## config.mk

```make
export PLATFORM = sky130hd
export DESIGN_NAME = eprom_rd_ctrl
export DESIGN_NICKNAME = d
export VERILOG_FILES = /design/src/rtl/eprom_rd_pkg.sv /design/src/rtl/eprom_wait_timer.sv /design/src/rtl/eprom_ce_decode.sv /design/src/rtl/eprom_rd_ctrl.sv
export SDC_FILE = /design/constraint.sdc
export NUM_CORES = 1
export LEC_CHECK = 0
export ABC_AREA = 1
export BUFFER_PORTS_ARGS = -buffer_cell sky130_fd_sc_hd__buf_2
export CORE_MARGIN = 3
export CORE_UTILIZATION = 52
export DETAILED_ROUTE_END_ITERATION = 6
export GPL_TIMING_DRIVEN = 0
export HOLD_SLACK_MARGIN = 0.03
export PLACE_DENSITY = 0.84
export SLEW_MARGIN = 15
export SYNTH_ARGS = -nofsm -noshare
export SYNTH_HDL_FRONTEND = slang
export SYNTH_SLANG_ARGS = --single-unit
```

## constraint.sdc

```tcl
create_clock -name clk -period 2.75 [get_ports clk]
set_clock_uncertainty 0.15 [all_clocks]
set_input_delay 0.6875 -clock clk [delete_from_list [all_inputs] [get_ports clk]]
set_output_delay 0.6875 -clock clk [all_outputs]
set_load 0.02 [all_outputs]
```

## src/rtl/eprom_rd_pkg.sv

```systemverilog
package eprom_rd_pkg;

  typedef enum logic [1:0] {
    ST_IDLE   = 2'd0,
    ST_SETUP  = 2'd1,
    ST_STROBE = 2'd2,
    ST_FLOAT  = 2'd3
  } rd_state_t;

  // Whole clock cycles covering a time in ns, rounded up.
  function automatic int cycles_for(input int t_ns, input int clk_ns);
    return (t_ns + clk_ns - 1) / clk_ns;
  endfunction

endpackage

```

## src/rtl/eprom_wait_timer.sv

```systemverilog
module eprom_wait_timer #(
  parameter int CNT_W = 6
) (
  input  logic             clk,
  input  logic             rst,
  input  logic             clear,
  input  logic [CNT_W-1:0] limit,
  output logic             last
);

  logic [CNT_W-1:0] cnt_q;

  always_ff @(posedge clk) begin
    if (rst || clear) cnt_q <= '0;
    else              cnt_q <= cnt_q + 1'b1;
  end

  // Terminal when this cycle is the limit-th since clear.
  assign last = (({1'b0, cnt_q} + (CNT_W+1)'(1)) == {1'b0, limit});

endmodule

```

## src/rtl/eprom_ce_decode.sv

```systemverilog
module eprom_ce_decode #(
  parameter int NUM_DEV = 4,
  parameter int SEL_W   = 2
) (
  input  logic               en,
  input  logic [SEL_W-1:0]   sel,
  output logic [NUM_DEV-1:0] ce_n
);

  for (genvar i = 0; i < NUM_DEV; i++) begin : g_dev
    assign ce_n[i] = !(en && (sel == SEL_W'(i)));
  end

endmodule

```

## src/rtl/eprom_rd_ctrl.sv

```systemverilog
module eprom_rd_ctrl
  import eprom_rd_pkg::*;
#(
  parameter int NUM_DEV  = 4,
  parameter int ADDR_W   = 14,
  parameter int DATA_W   = 8,
  parameter int CLK_NS   = 10,
  parameter int T_ACC_NS = 250,
  parameter int T_OE_NS  = 100,
  parameter int T_DF_NS  = 85,
  localparam int SEL_W   = (NUM_DEV > 1) ? $clog2(NUM_DEV) : 1
) (
  input  logic               clk,
  input  logic               rst,
  input  logic               req_valid,
  output logic               req_ready,
  input  logic [ADDR_W-1:0]  req_addr,
  input  logic [SEL_W-1:0]   req_dev,
  output logic               rsp_valid,
  output logic [DATA_W-1:0]  rsp_data,
  output logic [ADDR_W-1:0]  mem_addr,
  output logic [NUM_DEV-1:0] mem_ce_n,
  output logic               mem_oe_n,
  input  logic [DATA_W-1:0]  mem_dq_in
);

  localparam int ACC_CYC = cycles_for(T_ACC_NS, CLK_NS);
  localparam int OE_RAW  = cycles_for(T_OE_NS, CLK_NS);
  localparam int OE_CYC  = (OE_RAW < 1) ? 1 : OE_RAW;
  localparam int DF_CYC  = cycles_for(T_DF_NS, CLK_NS);
  localparam int PRE_CYC = (ACC_CYC > OE_CYC) ? ACC_CYC - OE_CYC : 0;
  localparam int MAX_CYC = (PRE_CYC > OE_CYC) ?
                           ((PRE_CYC > DF_CYC) ? PRE_CYC : DF_CYC) :
                           ((OE_CYC > DF_CYC) ? OE_CYC : DF_CYC);
  localparam int CNT_W   = $clog2(MAX_CYC + 1) + 1;

  rd_state_t            state_q;
  logic [ADDR_W-1:0]    addr_q;
  logic [NUM_DEV-1:0]   ce_n_q;
  logic                 oe_n_q;
  logic                 rsp_valid_q;
  logic [DATA_W-1:0]    rsp_data_q;

  logic                 accept;
  logic                 tmr_clear;
  logic                 tmr_last;
  logic [CNT_W-1:0]     tmr_limit;
  logic [NUM_DEV-1:0]   dec_ce_n;

  assign accept = (state_q == ST_IDLE) && req_valid;

  eprom_ce_decode #(
    .NUM_DEV (NUM_DEV),
    .SEL_W   (SEL_W)
  ) u_dec (
    .en   (1'b1),
    .sel  (req_dev),
    .ce_n (dec_ce_n)
  );

  always_comb begin
    case (state_q)
      ST_SETUP:  tmr_limit = CNT_W'(PRE_CYC);
      ST_STROBE: tmr_limit = CNT_W'(OE_CYC);
      ST_FLOAT:  tmr_limit = CNT_W'(DF_CYC);
      default:   tmr_limit = '0;
    endcase
  end

  assign tmr_clear = (state_q == ST_IDLE) || tmr_last;

  eprom_wait_timer #(
    .CNT_W (CNT_W)
  ) u_tmr (
    .clk   (clk),
    .rst   (rst),
    .clear (tmr_clear),
    .limit (tmr_limit),
    .last  (tmr_last)
  );

  always_ff @(posedge clk) begin
    if (rst) begin
      state_q     <= ST_IDLE;
      addr_q      <= '0;
      ce_n_q      <= '1;
      oe_n_q      <= 1'b1;
      rsp_valid_q <= 1'b0;
      rsp_data_q  <= '0;
    end else begin
      rsp_valid_q <= 1'b0;
      case (state_q)
        ST_IDLE: begin
          if (accept) begin
            addr_q <= req_addr;
            ce_n_q <= dec_ce_n;
            if (PRE_CYC == 0) begin
              oe_n_q  <= 1'b0;
              state_q <= ST_STROBE;
            end else begin
              state_q <= ST_SETUP;
            end
          end
        end
        ST_SETUP: begin
          if (tmr_last) begin
            oe_n_q  <= 1'b0;
            state_q <= ST_STROBE;
          end
        end
        ST_STROBE: begin
          if (tmr_last) begin
            rsp_data_q  <= mem_dq_in;
            rsp_valid_q <= 1'b1;
            ce_n_q      <= '1;
            oe_n_q      <= 1'b1;
            state_q     <= (DF_CYC == 0) ? ST_IDLE : ST_FLOAT;
          end
        end
        default: begin
          if (tmr_last) state_q <= ST_IDLE;
        end
      endcase
    end
  end

  assign req_ready = (state_q == ST_IDLE);
  assign rsp_valid = rsp_valid_q;
  assign rsp_data  = rsp_data_q;
  assign mem_addr  = addr_q;
  assign mem_ce_n  = ce_n_q;
  assign mem_oe_n  = oe_n_q;


  idle_standby_chk: assert property (@(posedge clk) disable iff (rst)
    req_ready |-> (&mem_ce_n && mem_oe_n));


  ce_onehot_chk: assert property (@(posedge clk) disable iff (rst)
    $onehot0(~mem_ce_n));


  addr_hold_chk: assert property (@(posedge clk) disable iff (rst)
    (!(&mem_ce_n) && !(&$past(mem_ce_n))) |-> (mem_addr == $past(mem_addr)));


  oe_needs_ce_chk: assert property (@(posedge clk) disable iff (rst)
    !mem_oe_n |-> ($countones(~mem_ce_n) == 1));


  rsp_pulse_chk: assert property (@(posedge clk) disable iff (rst)
    rsp_valid |=> !rsp_valid);


  release_at_capture_chk: assert property (@(posedge clk) disable iff (rst)
    $rose(rsp_valid) |-> (&mem_ce_n && mem_oe_n && $past(!mem_oe_n)));


  busy_after_accept_chk: assert property (@(posedge clk) disable iff (rst)
    (req_valid && req_ready) |=> !req_ready);


  float_guard_chk: assert property (@(posedge clk) disable iff (rst)
    (DF_CYC > 0 && rsp_valid) |-> !req_ready);

endmodule

```

=== Word level (Yosys, flattened, before mapping) ===
Cells that the tools add are included.
Widths: inputs -> output; s select.

* Word-level logic and storage cells: 51
* Output and inout port bits: 29
* Register bits after elaboration: 35
* Bits of input ports: 27

* Bitwise operators: 1
* Equal/unequal tests: 10
* Muxes and demuxes: 13
* Add/sub/neg operators: 2
* Reductions and logical operators: 18

{| class="wikitable"
|+ Operator list
! cell !! count
|-
| $pmux 4 s3 || 1
|-
| $eq 2x2->1 const B || 4
|-
| $mux 2 || 4
|-
| $mux 4 || 2
|-
| $pmux 4 s2 || 1
|-
| $add 5x1->6 const B || 1
|-
| $eq 6x4->1 || 1
|-
| $pmux 2 s3 || 1
|-
| $reduce_and 3->1 || 2
|-
| $reduce_bool 2->1 || 3
|-
| $add 5x1->5 const B || 1
|-
| $eq 2x1->1 const B || 2
|-
| $logic_not 1->1 || 4
|-
| $logic_not 2->1 || 2
|-
| $ne 2x2->1 const B || 2
|-
| $reduce_and 2->1 || 2
|-
| $reduce_and 4->1 || 1
|-
| $mux 1 || 3
|-
| $logic_or 1x1->1 || 2
|-
| $ne 2x1->1 const B || 1
|-
| $pmux 1 s2 || 1
|-
| $reduce_or 2->1 || 1
|-
| $logic_and 1x1->1 || 1
|-
| $not 1->1 || 1
|}

=== Depth between registers and ports, before layout ===
Gate-level depths: netlist of run 1.

* Word-level depth: 5
* Mapped depth: 14
* Depth with buffers taken out: 14

=== Cells and area by module ===
Synthesis of run 1 repeated with hierarchy kept, for this count alone.

* Cell total of the unflattened synthesis: 216
* Area total of the unflattened synthesis: 1,570.3 um2

{| class="wikitable"
|+ Modules (own cells, without submodules)
! module !! area an instance (um2) !! instances !! sequential area each (um2) !! cells an instance
|-
| eprom_rd_ctrl || 1,232.4 || 1 || 600.6 || 158
|-
| eprom_wait_timer || 307.8 || 1 || 100.1 || 51
|-
| eprom_ce_decode || 30.0 || 1 || 0.0 || 7
|}

=== Least setup slack after synthesis of run 1 ===
OpenSTA, ideal clock, no wires.

* Path kind: register -> register
* From: register state_q[0]
* To: register ce_n_q[0] (netlist: mem_ce_n[0])
* Library setup time: 0.132 ns
* Arrival: 1.537 ns
* Clock period less this slack: 1.818 ns
* Cell stages (with the launch flop): 14
* Buffers on the path: 0
* Setup slack: 0.932 ns
* Required time: 2.468 ns
* Cells stage by stage: dfxtp_1 > inv_1 > ha_1 > inv_1 > nand2_1 > nand2_1 > nor2_1 > nand2_1 > nor2_4 > nand3_2 > nand2_2 > nand2_2 > nand2_1 > nand3_1

* Word-level cells in the longest chain between the ends: 5
* Elaborated cells on any way between the ends: 12
* Classes of those cells: 6 x eq/ne; 2 x mux; 4 x reduce/logical

{| class="wikitable"
|+ RTL lines
! what !! line !! RTL
|-
| start, declared || eprom_rd_ctrl.sv:37 || <nowiki>rd_state_t state_q;</nowiki>
|-
| start signal, assigned || eprom_rd_ctrl.sv:117 || <nowiki>state_q <= (DF_CYC == 0) ? ST_IDLE : ST_FLOAT;</nowiki>
|-
| $eq 2x2->1 (tied with other cells) || eprom_rd_ctrl.sv:62 || <nowiki>case (state_q)</nowiki>
|-
| $pmux 4 s3 || eprom_rd_ctrl.sv:62 ||
|-
| $eq 6x4->1 || eprom_wait_timer.sv:19 || <nowiki>assign last = (({1'b0, cnt_q} + (CNT_W+1)'(1)) == {1'b0, limit});</nowiki>
|-
| $ne 2x2->1 (no line) || - ||
|-
| $reduce_and 3->1 (no line) || - ||
|-
| end signal, assigned || eprom_rd_ctrl.sv:96 || <nowiki>ce_n_q <= dec_ce_n;</nowiki>
|-
| end, declared || eprom_rd_ctrl.sv:39 || <nowiki>logic [NUM_DEV-1:0] ce_n_q;</nowiki>
|}

Parallel ways exist; a longest one is shown, timed or not.
A chain may end at the register's enable or synchronous reset.

=== Worst setup path after layout of run 1 ===
* From: register state_q[0]
* To: output req_ready

* Word-level cells in the longest chain between the ends: 1

{| class="wikitable"
|+ RTL lines
! what !! line !! RTL
|-
| $logic_not 2->1 || eprom_rd_ctrl.sv:127 || <nowiki>assign req_ready = (state_q == ST_IDLE);</nowiki>
|-
| end, declared || eprom_rd_ctrl.sv:16 || <nowiki>output logic req_ready,</nowiki>
|}

No other way between the ends.

==> results of run 1 <==
## synth_stat cells (all sizes together)
master	n	area, µm²
nor2	38	152.6
clkbuf	4	15.01
nand3	21	115.1
o21ai	15	75.07
or2	1	6.260
o21bai	1	7.510
nand2	62	250.2
dfxtp	35	700.7
ha	6	75.07
nand4	3	18.77
inv	22	82.57
a21oi	1	8.760
buf	1	5.000
clkinv	1	5.000
## worst max-delay path, stage by stage, from the launching register on
cell	delay [ns]
dfxtp_1	0.37
inv_1	0.14
ha_1	0.37
buf_2	0.23
## per-layer routing
layer | track usage (%) | share of wire [%] | wire [µm] | vias up
met5 | 0 | 0 | 0 | -
li1 | - | - | - | 781
met1 | 22.80 | 43 | 1402 | 655
met3 | 6.479 | 7.9 | 255 | 3
met2 | 33.02 | 48 | 1555 | 43
met4 | 6.329 | 0.96 | 31 | 0
## path summary, 6_finish.rpt
kind / cells past startpoint / slack [ns] / start / to
hold reg to reg: 2 / 0.31 / rsp_data[3]$_SDFFE_PP0P_ / rsp_data[3]$_SDFFE_PP0P_
setup / recovery: 3 / 0.47 / state_q[0]$_SDFFE_PP0P_ / req_ready
setup reg to reg: 13 / 0.73 / state_q[0]$_SDFFE_PP0P_ / mem_ce_n[1]$_SDFFE_PP1P_
hold / removal: 2 / 0.31 / rsp_data[3]$_SDFFE_PP0P_ / rsp_data[3]$_SDFFE_PP0P_
## final cells by class
cell class,instances,area (µm²)
Clock buffer,6,51.30
Fill cell,239,725.7
Clock inverter,1,5.005
Timing Repair Buffer,55,275.3
Multi-Input combinational cell,148,709.4
Tap cell,30,37.54
Buffer,5,20.02
Sequential cell,35,700.7
Inverter,23,87.58
## power by group through the flow
stage               Clock (mW)  Combinational (mW)  Sequential (mW)
floorplan                    0               0.651            0.792
global placement             0               0.963            0.691
detailed placement           0               0.986            0.696
CTS                      0.282               0.993            0.684
global route             0.304                1.13            0.699
finish                   0.275               0.991            0.684
## metrics by stage
stage          instances  setup slack, ns
2_1_floorplan        211           0.9315
3_3_place_gp         296           0.7691
3_5_place_dp         296           0.7326
4_1_cts              303           0.4695
5_1_grt              303           0.3818
6_report             303           0.4733
## flip-flops by register name, summed over array words and instances, names as in the netlist
| register | cells |
|---|---|
| state_q | 2 |
| mem_ce_n | 4 |
| rsp_data | 8 |
| u_tmr.cnt_q | 5 |
| mem_addr | 14 |
| rsp_valid | 1 |
| mem_oe_n | 1 |
## kinds of logic after synthesis
logic type	Yosys count	share of synthesized area, %
flops	35	46.17
simple gates	125	35.78
fa+ha+maj	6	4.946
buf+inv	28	7.088
compound gates	17	6.018
==> metrics.cfg, run 1 <==
[run_status]
outcome = finished, final reports clean

[route]
route.detailed.drc = 0
drtIter0Drc = 89
avgRoutedWirePerCell_um = 10.71
viasPerCell = 4.891
routed_wl_um = 3244
antenna_left = 0
vias = 1482
drtPass1Iterations = 4

[floorplan]
core_um2 = 2613
die-area_um2 = 3603
dieHeight_um = 60.03
io_pins = 56
initial_utilization_pct = 58.09
die_x_um = 60.03
num_rows = 18

[final_layout]
layout-drive-gt1-share_pct = 29.30
n_antenna_cell = 0
fin_util_pct = 72.22
synthToLayoutAreaGrowth_pct = 24.32
finish.instance_area_um2 = 1887
mostFrequentLayoutCells = 56 x buf_2, 55 x nand2_1, 36 x nor2_1
final_common_cell = buf_2
fin_nets = 306

[placement]
gp_congestion = 0.8201
portBuffers = 55
place_area_um2 = 1831
post-dp-hpwl_um = 2511

[global_routing]
grt_max_degree = 11
grt_pass1_wl_um = 5264
grt_pass1_vias = 1340
grt_use_total_pct = 19.42
antenna_found_initial = 0
overflow = 0

[power_and_ir_drop]
p_int_mw = 1.074
p_sw_mw = 0.8768
p_seq_share_pct = 35.1
cellPowerDensity_nw_per_um2 = 1034
p_leak_nw = 1.012
clock_power_share_pct = 14.1
combPwrFrac_pct = 50.8
p_sw_share_pct = 44.95
peakVddDrop_uv = 701.0
p_total_mw = 1.950

[job]
maxCapViolCount = 0

[yosys]
syn_avg_cell_area_um2 = 7.193
synth-seq-cells = 35
yosysSeqAreaShare_pct = 46.17
ys_types = 19
netlist_area_um2 = 1518
netlist_instances = 211
ys_warn_count = 0
synth_nets = 244

[critical_path]
worstPathRequired_ns = 1.91
startpoint_type = flop
cp_max_fo = 8
crit_arrival_ns = 1.44
path_class = reg2out
worstSetupEndpointType = output port

[cts]
cts-root-buf = clkbuf_4
cts_buffers = 5
cts_setup_buffers = 0
cts-resized-gates = 0
clk_path_buf_depth = 2
hold_buffers = 0
clock-sinks = 35
cts_max_level = 2
cts_tree = done
clock_latency_ns = 0.33
path_clk_slew_ns = 0.09

[sta]
clock.fmax_mhz = 439.2
hold_viol_final = 0
fin_hold_ws_ns = 0.3052
fin_crit_ns = 2.277
worst_pin_slew_ns = 0.4230
rsz0062_at_grt = no
slew_viol_final = 0
setup_viol = 0
slew_headroom_pct = 71.80
fin_crit_sh_pct = 82.79
finalSetupTns_ns = 0

[worst_hold_path]
hp-class = reg2reg

Note: power is estimated with default switching activity, not from simulation.
==> run 2, diff against run 1 <==
CORE_UTILIZATION = 48   (was 52)
PLACE_DENSITY = 0.78   (was 0.84)
clock period = 2.1 ns   (was 2.75 ns; I/O delays follow)
==> run 2 against run 1 <==
Compared with the run above:
- first-iteration DRC count shrank 22%
- flip-flop and latch count unchanged
- via count shrank 2.8%
- sequential share of layout area is 0.99 points lower
- die area increased by 7.5%
- register-to-register slack lost 0.54 ns
- wire length shrank 5.3%
- power up 39%
- critical path depth unchanged
- critical path type unchanged
- critical endpoint unchanged
==> metrics.cfg, run 2 (same netlist as run 1, synthesis figures left out) <==
[route]
wl_met3_um = 273  ; was 255 µm
vias = 1441  ; was 1,482
viasPerCell = 4.546  ; was 4.891
antenna_left = 0  ; unchanged
dr_wl_met2_um = 1336  ; was 1555 µm
drtIter0Drc = 69  ; was 89
routed_wl_um = 3072  ; was 3244 µm
avgRoutedWirePerCell_um = 9.691  ; was 10.71 µm
drtPass1Iterations = 4  ; unchanged
top_layer = met4  ; unchanged
route.detailed.drc = 0  ; unchanged
wl_met1_um = 1424  ; was 1402 µm

[final_layout]
largest_reg_flops = 14  ; unchanged
n_antenna_cell = 0  ; unchanged
fin_nets = 307  ; was 306
layout-drive-gt1-share_pct = 31.64  ; was 29.30%
mostFrequentLayoutCells = 56 x buf_2, 55 x nand2_1, 36 x nor2_1  ; unchanged
synthToLayoutAreaGrowth_pct = 28.85  ; was 24.32%
fillers = 275  ; was 239
final_common_cell = buf_2  ; unchanged

[placement]
gp_congestion = 0.7939  ; was 0.8201
post-dp-hpwl_um = 2324  ; was 2511 µm
portBuffers = 55  ; unchanged

[power_and_ir_drop]
p_leak_nw = 1.030  ; was 1.012 nW
cellPowerDensity_nw_per_um2 = 1391  ; was 1034 nW/µm²
peakVddDrop_uv = 911.0  ; was 701.0 µV

[sta]
slew_viol_final = 0  ; unchanged
setup_viol = 0  ; unchanged
finalSetupTns_ns = 0  ; unchanged
slew_headroom_pct = 72.84  ; was 71.80%
worst_pin_slew_ns = 0.4074  ; was 0.4230 ns
fin_hold_ws_ns = 0.2032  ; was 0.3052 ns
fin_crit_sh_pct = 94.35
fin_crit_ns = 1.981
hold_viol_final = 0  ; unchanged
clock.fmax_mhz = 504.7

[global_routing]
overflow = 0  ; unchanged
antenna_found_initial = 0  ; unchanged
grt_pass1_wl_um = 5333  ; was 5264 µm
grt_max_degree = 12  ; was 11
grt_pass1_vias = 1266  ; was 1,340
grt_use_total_pct = 16.75  ; was 19.42%

[critical_path]
rr_worst_depth = 13  ; unchanged
cp_max_fo = 8  ; unchanged
worstPathRequired_ns = 1.42  ; was 1.91 ns
crit_arrival_ns = 1.31  ; was 1.44 ns
r2r_setup_slack_ns = 0.19  ; was 0.73 ns
timing.rr.end = mem_ce_n[1]$_SDFFE_PP1P_  ; unchanged
worstSetupEndpointType = output port  ; unchanged
path_class = reg2out  ; unchanged
startpoint_type = flop  ; unchanged
regToRegStartpoint = state_q[0]$_SDFFE_PP0P_  ; unchanged

[worst_hold_path]
hp-class = in2reg  ; was reg2reg
min_from = rst  ; was rsp_data[3]$_SDFFE_PP0P_
hold_path_depth = 2  ; unchanged
holdPathEnd = state_q[0]$_SDFFE_PP0P_  ; was rsp_data[3]$_SDFFE_PP0P_

[cts]
hold_buffers = 0  ; unchanged
path_clk_slew_ns = 0.10  ; was 0.09 ns
clk_path_buf_depth = 2  ; unchanged
clock_latency_ns = 0.34  ; was 0.33 ns
cts-root-buf = clkbuf_4  ; unchanged
cts_buffers = 5  ; unchanged
cts_tree = done  ; unchanged
cts_max_level = 2  ; unchanged
clock-sinks = 35  ; unchanged

[floorplan]
dieHeight_um = 62.23  ; was 60.03 µm
die-area_um2 = 3873  ; was 3603 µm²
initial_utilization_pct = 52.76  ; was 58.09%
core_um2 = 2877  ; was 2613 µm²
num_rows = 19  ; was 18
io_pins = 56  ; unchanged
die_x_um = 62.23  ; was 60.03 µm

[job]
maxCapViolCount = 0  ; unchanged

[run_status]
outcome = finished, final reports clean  ; unchanged

run 2: cell types whose count changed in the layout (fill, tap and decap cells not counted):
cell	before	now
ha_1	6	4
buf_4	0	1
ha_2	0	2
dfxtp_2	0	2
nand2_2	7	6
dfxtp_4	0	1
dfxtp_1	35	32
bufinv_16	0	1
nand2_4	0	1
run 2: how the worst max path moves through the flow:
| stage | startpoint | end | slack (ns) |
|---|---|---|---|
| 6_report | state_q[0]$_SDFFE_PP0P_ | req_ready | 0.12 |
| 2_1_floorplan | state_q[0]$_SDFFE_PP0P_ | mem_ce_n[0]$_SDFFE_PP1P_ | 0.28 |
| 3_5_place_dp | state_q[0]$_SDFFE_PP0P_ | mem_ce_n[1]$_SDFFE_PP1P_ | 0.10 |
| 3_3_place_gp | state_q[0]$_SDFFE_PP0P_ | mem_ce_n[1]$_SDFFE_PP1P_ | 0.13 |
| 5_1_grt | state_q[0]$_SDFFE_PP0P_ | mem_ce_n[3]$_SDFFE_PP1P_ | -0.002 |
| 4_1_cts | state_q[0]$_SDFFE_PP0P_ | mem_ce_n[2]$_SDFFE_PP1P_ | 0.07 |
run 2: timing repair:
item                                    4_1_cts  5_1_grt
gates resized for setup                       1        6
setup buffers                                 0        1
endpoints found under the setup margin        1       17
run 2: layout make-up:
class	instances	area [µm²]	area share [%]
multi-input cells	148	719.4	36.79
flip-flops and latches	35	706.9	36.15
well taps	42	52.55	2.687
plain buffers	5	20.02	1.024
clock buffers	6	51.30	2.623
repair buffers	56	282.8	14.46
clock inverters	2	35.03	1.791
inverters	23	87.58	4.479
run 2: critical path: stages, from the launching register on:
cell,delay [ns]
dfxtp_4,0.37
inv_1,0.11
ha_2,0.30
buf_2,0.20
run 2: metrics by stage:
stage	power [mW]	instance area [µm²]	utilization, %	worst slack (ns)	cells
after floorplan	1.890	1518	-	0.2815	211
after global placement	2.171	1846	64.16	0.1284	308
after detailed placement	2.184	1846	64.16	0.1048	308
after CTS	2.706	1934	67.25	0.06807	316
after global routing	2.980	1956	67.99	-0.001824	317
final	2.720	1956	67.99	0.1186	317
run 2: power by group:
part | internal (mW) | switching (mW)
combinational | 0.471 | 0.846
clock | 0.281 | 0.221
sequential | 0.820 | 0.0806
total | 1.57 | 1.15
run 2: layer usage:
layer  vias to the layer above  track usage (%)
met4                         0            5.249
met1                       607            21.14
li1                        781                -
met2                        46            26.48
met5                         -                0
met3                         7            6.306
==> run 3, diff against run 2 <==
CELL_PAD_IN_SITES_DETAIL_PLACEMENT = 1   (was unset)
CELL_PAD_IN_SITES_GLOBAL_PLACEMENT = 1   (was unset)
CORE_UTILIZATION = 33   (was 48)
PLACE_DENSITY = unset   (was 0.78)
PLACE_DENSITY_LB_ADDON = 0.1   (was unset)
==> run 3 against run 2 <==
Compared with the run above:
- cell count up 4.1%
- critical path depth up 10
- largest power group unchanged
- worst setup slack better by 0.055 ns
- non-clock buffer count up 3
- sequential share of layout area down 0.99 points
- clock power down 5.6%
- combinational power up 9.8%
==> metrics.cfg, run 3 (same netlist as run 1, synthesis figures left out) <==
[floorplan]
die-area_um2 = 5449  ; was 3873 µm²
core_um2 = 4384  ; was 2877 µm²
io_pins = 56  ; unchanged
die_x_um = 73.82  ; was 62.23 µm
dieHeight_um = 73.82  ; was 62.23 µm
initial_utilization_pct = 34.62  ; was 52.76%
num_rows = 24  ; was 19

[placement]
place_ws_ns = 0.03633  ; was 0.1048 ns
place_inst = 318  ; was 308
post-dp-hpwl_um = 2837  ; was 2324 µm
portBuffers = 55  ; unchanged
place_area_um2 = 1858  ; was 1846 µm²
gp_congestion = 0.7351  ; was 0.7939

[power_and_ir_drop]
p_sw_mw = 1.235  ; was 1.148 mW
clock_power_share_pct = 16.8  ; was 18.5%
p_sw_share_pct = 43.59  ; was 42.21%
combPwrFrac_pct = 51.0  ; was 48.4%
p_int_mw = 1.598  ; was 1.572 mW
peakVddDrop_uv = 795.4  ; was 911.0 µV
cellPowerDensity_nw_per_um2 = 1412  ; was 1391 nW/µm²
p_leak_nw = 1.036  ; was 1.030 nW
p_seq_share_pct = 32.2  ; was 33.1%

[global_routing]
grt_pass1_wl_um = 6044  ; was 5333 µm
overflow = 0  ; unchanged
grt_max_degree = 12  ; unchanged
grt_pass1_vias = 1406  ; was 1,266
antenna_found_initial = 0  ; unchanged
grt_use_total_pct = 14.30  ; was 16.75%

[final_layout]
stdcell_count = 330  ; was 317
fin_nets = 310  ; was 307
finish.instance_area_um2 = 2007  ; was 1956 µm²
synthToLayoutAreaGrowth_pct = 32.23  ; was 28.85%
fillers = 571  ; was 275
final_common_cell = buf_2  ; unchanged
largest_reg_flops = 14  ; unchanged
n_antenna_cell = 0  ; unchanged
layout-drive-gt1-share_pct = 32.73  ; was 31.64%
mostFrequentLayoutCells = 56 x buf_2, 54 x nand2_1, 35 x nor2_1  ; was 56 x buf_2, 55 x nand2_1, 36 x nor2_1
fin_util_pct = 45.78  ; was 67.99%

[critical_path]
timing.rr.end = mem_ce_n[0]$_SDFFE_PP1P_  ; was mem_ce_n[1]$_SDFFE_PP1P_
crit_arrival_ns = 1.94  ; was 1.31 ns
critPathLaunch = state_q[0]$_SDFFE_PP0P_  ; unchanged
worstSetupEndpointType = flop  ; was output port
cp.depth = 13  ; was 3
cpMaxStageDelayCell = dfxtp_4  ; unchanged
crit_family = simple AND/OR/NAND/NOR gates  ; was flip-flops
crit_path_max_incr_delay_ns = 0.38  ; was 0.37 ns
critPathBufInv = 2  ; unchanged
crit_end = mem_ce_n[0]$_SDFFE_PP1P_  ; was req_ready
r2r_setup_slack_ns = 0.17  ; was 0.19 ns
regToRegStartpoint = state_q[0]$_SDFFE_PP0P_  ; unchanged
startpoint_type = flop  ; unchanged
cp_max_fo = 4  ; was 8
path_class = reg2reg  ; was reg2out
crit_top_cell = nand2_1
rr_worst_depth = 13  ; unchanged
worstPathRequired_ns = 2.11  ; was 1.42 ns
path_cells = clkinvlp_4, ha_4, inv_1, nand2_1, nand2_1, nor2_2, nand2_1, nor2_4, nand3_2, nand2_4, nand2_2, nand2_1, nand3_1  ; was inv_1, ha_2, buf_2

[cts]
cts_tree = done  ; unchanged
cts-root-buf = clkbuf_8  ; was clkbuf_4
cts_buffers = 5  ; unchanged
clock-sinks = 35  ; unchanged
clock_latency_ns = 0.28  ; was 0.34 ns
path_clk_slew_ns = 0.07  ; was 0.10 ns
clk_path_buf_depth = 2  ; unchanged
cts_max_level = 2  ; unchanged

[route]
route.detailed.drc = 0  ; unchanged
routed_wl_um = 3647  ; was 3072 µm
vias = 1494  ; was 1,441
drtPass1Iterations = 3  ; was 4
avgRoutedWirePerCell_um = 11.05  ; was 9.691 µm
drtIter0Drc = 21  ; was 69
antenna_left = 0  ; unchanged
viasPerCell = 4.527  ; was 4.546

[sta]
worst_pin_slew_ns = 0.4091  ; was 0.4074 ns
slew_headroom_pct = 72.73  ; was 72.84%
slew_viol_final = 0  ; unchanged
fin_crit_ns = 1.926  ; was 1.981 ns
setup_viol = 0  ; unchanged
fin_crit_sh_pct = 91.73  ; was 94.35%
hold_viol_final = 0  ; unchanged
setup_slack_ns = 0.1736  ; was 0.1186 ns
clock.fmax_mhz = 519.1  ; was 504.7 MHz

[run_status]
outcome = finished, final reports clean  ; unchanged

[job]
maxCapViolCount = 0  ; unchanged

[worst_hold_path]
hp-class = in2reg  ; unchanged
min_from = rst  ; unchanged

[run 3: changes by cell type in the layout (fill, tap and decap cells not counted), moves of 2 or more]
cell | before | now
clkbuf_8 | 1 | 5
clkbuf_4 | 5 | 0
buf_4 | 1 | 4
clkinvlp_4 | 0 | 2
[run 3: worst min-delay path by stage]
| stage | end | slack, ns | cells after the start |
|---|---|---|---|
| floorplan | u_tmr.cnt_q[0]$_SDFF_PP0_ | 0.30 | 1 |
| global placement | rsp_data[7]$_SDFFE_PP0P_ | 0.29 | 2 |
| detailed placement | rsp_data[2]$_SDFFE_PP0P_ | 0.29 | 2 |
| CTS | state_q[0]$_SDFFE_PP0P_ | 0.24 | 2 |
| global route | state_q[0]$_SDFFE_PP0P_ | 0.24 | 2 |
| finish | state_q[0]$_SDFFE_PP0P_ | 0.24 | 2 |
[run 3: cell type report]
class,instances,area [µm²],area share [%]
clock buffers,6,72.57,3.616
plain buffers,5,20.02,0.9975
repair buffers,59,305.3,15.21
inverters,23,91.34,4.551
well taps,52,65.06,3.242
clock inverters,2,12.51,0.6234
multi-input cells,148,734.5,36.60
flip-flops and latches,35,705.7,35.16
[run 3: what timing repair did]
item / in CTS / in global routing
setup buffers: 0 / 4
hold buffers: 0 / 0
resized for setup: 0 / 9
endpoints found under the setup margin: 0 / 26
[run 3: metal layers]
metal	track usage (%)	wire, µm	vias up
li1	-	-	787
met1	16.71	1698	664
met2	23.43	1659	41
met3	5.198	265	2
met4	6.036	24	0
met5	0	0	-
[run 3: through the flow]
step / power [mW] / hold slack, ns / TNS (ns)
finish: 2.833 / 0.2414 / 0
global route: 3.128 / 0.2356 / -0.02224
CTS: 2.720 / 0.2407 / 0
detailed placement: 2.234 / 0.2854 / 0
global placement: 2.218 / 0.2888 / 0
floorplan: 1.890 / 0.3019 / 0
[run 3: power groups by stage]
stage	sequential (mW)	combinational, mW	clock [mW]
2_1_floorplan	1.04	0.853	0
3_3_place_gp	0.913	1.30	0
3_5_place_dp	0.918	1.32	0
4_1_cts	0.903	1.32	0.499
5_1_grt	0.927	1.66	0.537
6_report	0.912	1.45	0.475
